[src/rtl/grey_reorder_pkg.sv]
package grey_reorder_pkg;
    localparam int DEF_GREY_W    = 8;
    localparam int DEF_TAG_W     = 3;
    localparam int DEF_NUM_PORTS = 8;
    localparam int DEF_NUM_SLOTS = 4;
endpackage

[src/rtl/slot_gather.sv]
module slot_gather #(
    parameter int NUM_PORTS = grey_reorder_pkg::DEF_NUM_PORTS,
    parameter int TAG_W     = grey_reorder_pkg::DEF_TAG_W,
    parameter int GREY_W    = grey_reorder_pkg::DEF_GREY_W,
    parameter int SLOT_TAG  = 1
) (
    input  logic [NUM_PORTS-1:0]        port_vld,
    input  logic [NUM_PORTS*TAG_W-1:0]  port_tag,
    input  logic [NUM_PORTS*GREY_W-1:0] port_grey,
    output logic                        hit,
    output logic [GREY_W-1:0]           grey
);
    localparam logic [TAG_W-1:0] MATCH = TAG_W'(SLOT_TAG);

    // Scan from the top port down so the lowest-numbered match is kept last.
    always_comb begin
        hit  = 1'b0;
        grey = '0;
        for (int p = NUM_PORTS - 1; p >= 0; p--) begin
            if (port_vld[p] && port_tag[p*TAG_W +: TAG_W] == MATCH) begin
                hit  = 1'b1;
                grey = port_grey[p*GREY_W +: GREY_W];
            end
        end
    end
endmodule

[src/rtl/neighbour_fill.sv]
module neighbour_fill #(
    parameter int NUM_SLOTS = grey_reorder_pkg::DEF_NUM_SLOTS,
    parameter int GREY_W    = grey_reorder_pkg::DEF_GREY_W
) (
    input  logic [NUM_SLOTS-1:0]        hit,
    input  logic [NUM_SLOTS*GREY_W-1:0] raw,
    output logic [NUM_SLOTS*GREY_W-1:0] filled
);
    logic [GREY_W-1:0] carry;

    // Walk from the highest slot downwards, carrying the last present value.
    always_comb begin
        carry  = '0;
        filled = '0;
        for (int k = NUM_SLOTS - 1; k >= 0; k--) begin
            if (hit[k]) carry = raw[k*GREY_W +: GREY_W];
            filled[k*GREY_W +: GREY_W] = carry;
        end
    end
endmodule

[src/rtl/grey_reorder.sv]
module grey_reorder #(
    parameter int NUM_PORTS = grey_reorder_pkg::DEF_NUM_PORTS,
    parameter int NUM_SLOTS = grey_reorder_pkg::DEF_NUM_SLOTS,
    parameter int TAG_W     = grey_reorder_pkg::DEF_TAG_W,
    parameter int GREY_W    = grey_reorder_pkg::DEF_GREY_W
) (
    input  logic                        clk,
    input  logic                        rst_n,
    input  logic                        in_valid,
    input  logic [NUM_PORTS-1:0]        port_vld,
    input  logic [NUM_PORTS*TAG_W-1:0]  port_tag,
    input  logic [NUM_PORTS*GREY_W-1:0] port_grey,
    output logic                        out_valid,
    output logic [NUM_SLOTS*GREY_W-1:0] out_grey
);
    localparam int BUS_W = NUM_SLOTS * GREY_W;

    typedef struct packed {
        logic                 vld;
        logic [NUM_SLOTS-1:0] pres;
        logic [BUS_W-1:0]     grey;
    } state_t;

    logic [NUM_SLOTS-1:0] hit;
    logic [BUS_W-1:0]     raw;
    logic [BUS_W-1:0]     filled;
    state_t               st_d, st_q;

    for (genvar s = 0; s < NUM_SLOTS; s++) begin : g_slot
        slot_gather #(
            .NUM_PORTS(NUM_PORTS),
            .TAG_W    (TAG_W),
            .GREY_W   (GREY_W),
            .SLOT_TAG (s + 1)
        ) u_gather (
            .port_vld (port_vld),
            .port_tag (port_tag),
            .port_grey(port_grey),
            .hit      (hit[s]),
            .grey     (raw[s*GREY_W +: GREY_W])
        );
    end

    neighbour_fill #(
        .NUM_SLOTS(NUM_SLOTS),
        .GREY_W   (GREY_W)
    ) u_fill (
        .hit   (hit),
        .raw   (raw),
        .filled(filled)
    );

    always_comb begin
        st_d     = st_q;
        st_d.vld = in_valid;
        if (in_valid) begin
            st_d.pres = hit;
            st_d.grey = filled;
        end
    end

    always_ff @(posedge clk) begin
        if (!rst_n) st_q <= '0;
        else        st_q <= st_d;
    end

    assign out_valid = st_q.vld;
    assign out_grey  = st_q.grey;


    valid_delay_chk: assert property (@(posedge clk) disable iff (!rst_n)
        in_valid |=> out_valid);

    valid_idle_chk: assert property (@(posedge clk) disable iff (!rst_n)
        !in_valid |=> !out_valid);

    hold_when_idle_chk: assert property (@(posedge clk) disable iff (!rst_n)
        !in_valid |=> $stable(out_grey));

    top_absent_zero_chk: assert property (@(posedge clk) disable iff (!rst_n)
        out_valid && !st_q.pres[NUM_SLOTS-1] |-> out_grey[BUS_W-1 -: GREY_W] == '0);

    for (genvar k = 0; k < NUM_SLOTS; k++) begin : g_chk
        // port 0 always wins, so its value must land in its slot
        port0_place_chk: assert property (@(posedge clk) disable iff (!rst_n)
            in_valid && port_vld[0] && port_tag[TAG_W-1:0] == TAG_W'(k + 1)
            |=> out_grey[k*GREY_W +: GREY_W] == $past(port_grey[GREY_W-1:0]));
        if (k < NUM_SLOTS - 1) begin : g_fill

            fill_from_above_chk: assert property (@(posedge clk) disable iff (!rst_n)
                out_valid && !st_q.pres[k]
                |-> out_grey[k*GREY_W +: GREY_W] == out_grey[(k+1)*GREY_W +: GREY_W]);
        end
    end
endmodule

[config.mk]
export PLATFORM = sky130hd
export DESIGN_NAME = grey_reorder
export DESIGN_NICKNAME = d
export VERILOG_FILES = /design/src/rtl/grey_reorder_pkg.sv /design/src/rtl/slot_gather.sv /design/src/rtl/neighbour_fill.sv /design/src/rtl/grey_reorder.sv
export SDC_FILE = /design/constraint.sdc
export NUM_CORES = 1
export LEC_CHECK = 0
export ABC_AREA = 1
export BUFFER_PORTS_ARGS = -buffer_cell sky130_fd_sc_hd__buf_4
export CORE_MARGIN = 5
export CORE_UTILIZATION = 30
export CTS_CLUSTER_SIZE = 10
export DETAILED_ROUTE_END_ITERATION = 6
export PLACE_DENSITY = 0.6
export RECOVER_POWER = 25
export REMOVE_ABC_BUFFERS = 1
export SLEW_MARGIN = 40
export SYNTH_ARGS = -nofsm -noshare
export SYNTH_HDL_FRONTEND = slang
export SYNTH_SLANG_ARGS = --single-unit
export TNS_END_PERCENT = 50
[constraint.sdc]
create_clock -name clk -period 1.72 [get_ports clk]
set_clock_uncertainty 0.15 [all_clocks]
set_input_delay 0 -clock clk [delete_from_list [all_inputs] [get_ports clk]]
set_output_delay 0 -clock clk [all_outputs]
set_load 0.02 [all_outputs]
# Yosys cells after proc, flatten, opt, wreduce, memory -nomap -nowiden

Cells that the tools add are included.
Widths: inputs -> output; s select.

Equality and inequality tests: 32
Reductions and logical operators: 32
Mux-type cells: 68

Operator list:

| kind               | count |
|---|---|
| $mux 8             | 36 |
| $eq 3x2->1 const B | 16 |
| $logic_and 1x1->1  | 32 |
| $mux 1             | 32 |
| $eq 3x1->1 const B | 8 |
| $eq 3x3->1 const B | 8 |

Bits of input ports: 99
Output and inout bits: 33
Bits in registers: 33
Logic and storage cells: 134

# Longest topological paths before layout

Depth after elaboration: 14
Gate-level depth with buffers: 18
Mapped depth without buffers: 18

# Cells and area by module

From an unflattened synthesis, not the netlist that was laid out.

Cells, all modules: 1075
Area total of the unflattened synthesis: 5190.0 um^2

Modules (own cells, without submodules):

| module                               | cells each | area each (um^2) | times used | seq. area each (um^2) |
|---|---|---|---|---|
| slot_gather (g_slot[0].u_gather ...) | 195        | 844.6            | 2          | 0.0 |
| grey_reorder                         | 206        | 1361.3           | 1          | 660.6 |
| slot_gather (g_slot[2].u_gather)     | 190        | 838.3            | 1          | 0.0 |
| slot_gather (g_slot[3].u_gather)     | 193        | 835.8            | 1          | 0.0 |
| neighbour_fill                       | 96         | 465.4            | 1          | 0.0 |

# Worst setup path after synthesis

Ideal clock, no wire load.

Path kind: input -> register
From: in port_vld[5]
To: reg st_q, in the netlist out_grey[5]
Stages on the path: 16
Setup slack: 0.281 ns
Data required time: 1.448 ns
Arrival: 1.168 ns
Buffers on the path: 1
Library setup time: 0.122 ns
Path through: inv_1 nor2_4 nand3_4 buf_6 nand2_1 o21ai_1 nand2_1 nand2_1 nand2_1 nand2_1 nand2_1 nand2_1 a21oi_1 nand3_1 nand3_1 a21oi_2

Longest elaborated chain between the ends: 11
Elaborated cells between the ends (all ways): 56
Those cells by class: 52 x mux; 4 x reduce/logical

RTL lines:

| item                                                 | RTL line             | source |
|---|---|---|
| start: declaration                                   | grey_reorder.sv:10   | `input logic [NUM_PORTS-1:0] port_vld,` |
| $logic_and 1x1->1                                    | slot_gather.sv:20    | `if (port_vld[p] && port_tag[p*TAG_W +: TAG_W] == MATCH) begin` |
| $mux 8 / $mux 1 (equally long branches) (6 in a row) | slot_gather.sv:20    |  |
| $mux 8 (3 in a row)                                  | neighbour_fill.sv:16 | `if (hit[k]) carry = raw[k*GREY_W +: GREY_W];` |
| $mux 8 (*)                                           | neighbour_fill.sv:16 |  |
| end signal: assignment                               | grey_reorder.sv:64   | `else st_q <= st_d;` |
| end: declaration                                     | grey_reorder.sv:27   | `state_t st_d, st_q;` |

Every way passes the cells marked *; elsewhere a longest branch is shown, timed or not.
A chain may end at the register's enable or synchronous reset.

# Final worst setup path

From: in port_tag[14]
To: reg st_q, in the netlist out_grey[15]

Longest elaborated chain between the ends: 10
Elaborated cells between the ends (all ways): 39
Those cells by class: 3 x eq/ne; 33 x mux; 3 x reduce/logical

RTL lines:

| item                                                 | RTL line             | source |
|---|---|---|
| start: declaration                                   | grey_reorder.sv:11   | `input logic [NUM_PORTS*TAG_W-1:0] port_tag,` |
| $eq 3x3->1                                           | slot_gather.sv:20    |  |
| $logic_and 1x1->1                                    | slot_gather.sv:20    |  |
| $mux 8 / $mux 1 (equally long branches) (5 in a row) | slot_gather.sv:20    |  |
| $mux 8 (2 in a row)                                  | neighbour_fill.sv:16 |  |
| $mux 8 (*)                                           | neighbour_fill.sv:16 |  |

Marks and branches as above.

==> run_results.csv <==
group,metric,value,unit
run_status,status,"complete, no violations",
clocking,cts_tree,"yes",
global_route,grt_use_total,0.198,
logic_synthesis,syn_area,4630,um^2
route,vias,6320,
placed_design,place_area,6360,um^2
finish,multi_input_area,3270,um^2
logic_synthesis,post_synth_num_cell_types,35,
die,fp.dieW,134,um
route,wire_per_inst,14.2,um
finish,post_route_cells_drive_above_1_share,0.242,
logic_synthesis,syn_inst,893,
sta,timing.fmax,663,MHz
logic_synthesis,ys_seq_elements,33,
route,wirelength,18200,um
die,die_h,134,um
sta,tns,0,ns
sta,fin_ws,0.212,ns
global_route,grt_antenna_before_repair,0,
clocking,clock-sinks,33,
die,start_util,0.305,
logic_synthesis,postSynthAreaPerCell,5.19,um^2
pwr,power_frac_clock,0.282,
finish,design_area,6550,um^2
logic_synthesis,async_flop_share,0,
placed_design,dp_slack,-0.124,ns
clocking,cts_buffer_depth,2,
logic_synthesis,synth_fa_ha_area_frac,0,
logic_synthesis,synth_compound_area_frac,0.223,
pwr,p_int,2.06,mW
sta,hold_viol,0,
logic_synthesis,yosys.area_share.simple,0.478,
clocking,root_buffer,"clkbuf_16",
sta,slew_violations,0,
logic_synthesis,synth_top_area_frac,0.237,
pwr,total_power,3.26,mW
logic_synthesis,synth_area_leaders,"nand2_1 (24%), dfxtp_1 (14%), inv_1 (11%)",
finish,final-seq-area,661,um^2
die,num_rows,45,
clocking,clk_pin_slew,0.05,ns
finish,diodes,0,
finish,fin_cells,1277,
logic_synthesis,synth_edf_count,0,
sta,rsz0062_at_grt,"true",
route,vias_per_cell,4.95,
placed_design,dp.cells,1262,
pwr,leakage,3.55,nW
route,drt_iter0_drc,451,
logic_synthesis,yosys_warnings,0,
clocking,cts_made_buffers,5,
clocking,h-tree-depth,2,
finish,n_fill_cell,1742,
job,cap_violations,0,
pwr,p_per_area,498,nW/um^2
logic_synthesis,synth_top_family_by_area,"simple AND/OR/NAND/NOR gates",
pwr,power_frac_seq,0.267,
global_route,grt_pass1_wl,29300,um
finish,layout_common_cells,"nand2_1 (292), buf_4 (192), inv_1 (135)",
logic_synthesis,ys_dominant_reg_cell,"dfxtp_1",
setup_path,cp-end-kind,"flip-flop",
die,ios,132,
finish,utilization,0.431,
finish,fin_nets,1187,
setup_path,worstSetupPathType,"in -> reg",
setup_path,crit_required,1.74,ns
global_route,grt_max_degree,37,
clocking,clkLatencyLatePin,0.27,ns
route,drc,0,
sta,post-route-period-util,0.877,
logic_synthesis,synth_xor_xnor_area_share,0,
setup_path,arrival,1.53,ns
route,ant_nets,0,
sta,fin_crit,1.51,ns
placed_design,place_hpwl,15300,um
logic_synthesis,seq_area_frac_synth,0.143,
placed_design,routabilityCongestion,0.900,
sta,whs,0.0112,ns
setup_path,cp-start-kind,"input port",
die,die_area,18000,um^2
global_route,grt_overflow,0,
pwr,net-switching-power,1.20,mW
worst_hold_path,hold_class,"in -> reg",
setup_path,r2r_slack,0.81,ns
pwr,swShare,0.368,
sta,worstMarginPinSlew,0.508,ns
global_route,grt_pass1_vias,5967,
logic_synthesis,muxShareOfSynthArea,0,
pwr,vdd_drop_max,358,uV
die,design.core.area,15200,um^2
finish,final_common_cell,"nand2_1",
sta,timing.slew.headroom,0.661,
logic_synthesis,synth_top_area_cell,"nand2_1",
route,dr.pass1.iters,6,
placed_design,port_buffers,131,
sta,finalSetupViolations,0,
finish,syn_to_final_growth,41.5,%
setup_path,cp_max_fo,8,
pwr,comb_power_share,0.451,
==> power by group through the flow <==
stage | clock network [mW] | registers (mW) | logic (mW)
floorplan | 0 | 0.967 | 0.665
global placement | 0 | 0.888 | 1.47
finish | 0.922 | 0.870 | 1.47
global route | 0.992 | 0.879 | 1.64
CTS | 0.937 | 0.873 | 1.49
detailed placement | 0 | 0.888 | 1.47
==> logic make-up after synthesis <==
| logic type | count (synthesis) |
|---|---|
| AO/OA/AOI/OAI | 189 |
| buffers and inverters | 180 |
| flip-flops | 33 |
| AND/OR/NAND/NOR | 491 |
==> critical path, stage by stage <==
cell and delay [ns]:
buf_4 0.11, nor2_2 0.15, nand2_1 0.11, nor2_4 0.15, inv_1 0.16, or2_0 0.23, a21oi_1 0.21, o21ai_1 0.10
nand2_1 0.08, nand3_1 0.08, o211ai_1 0.09, inv_1 0.05
==> synth_stat cells (2+ instances only) <==
master    count
nand2_1     293
nand3_2       8
nor2_1       48
nand2_2       7
o211ai_1     18
buf_6         3
inv_1       135
inv_2         9
a21oi_1      56
nor2_4        9
nand4_1      10
nor3_1        3
nor2_2        7
dfxtp_1      33
a21oi_2       6
buf_2        10
nand2_4       3
o21ai_0      86
o21ai_2       2
o21ai_1      16
a211oi_1      3
clkinv_1      5
nand3_1      95
buf_4         4
clkbuf_1     14
==> area by class of cell <==
| cell class | count | share of cell area |
|---|---|---|
| Timing Repair Buffer | 219 | 0.254 |
| Clock inverter | 1 | 0.000764 |
| Multi-Input combinational cell | 680 | 0.498 |
| Inverter | 149 | 0.0863 |
| Sequential cell | 33 | 0.101 |
| Tap cell | 188 | 0.0359 |
| Clock buffer | 7 | 0.0233 |
==> timing repair <==
action / in CTS / in global routing
gates resized for setup: 0 / 7
setup buffers: 0 / 0
setup endpoints to repair: 0 / 14
hold buffers: 7 / 0
endpoints found under the hold margin: 26 / 0
==> per-layer routing <==
metal,wire length [um],global-route usage
met5,0,0
met4,263,0.0311
met3,1050,0.0244
met2,8550,0.342
met1,8330,0.268
==> state kept, by name, indices dropped and copies added (netlist names) <==
signal     cells
out_grey      32
out_valid      1
==> final timing paths <==
kind,start,endpoint,depth (start not counted)
worst max-delay path,port_tag[14],out_grey[15]$_SDFFE_PN0P_,12
worst min-delay path,port_grey[7],out_grey[31]$_SDFFE_PN0P_,5
worst max register to register,out_grey[0]$_SDFFE_PN0P_,out_grey[0]$_SDFFE_PN0P_,4
worst min register to register,out_grey[8]$_SDFFE_PN0P_,out_grey[8]$_SDFFE_PN0P_,2
(Power assumes the default switching activity.)
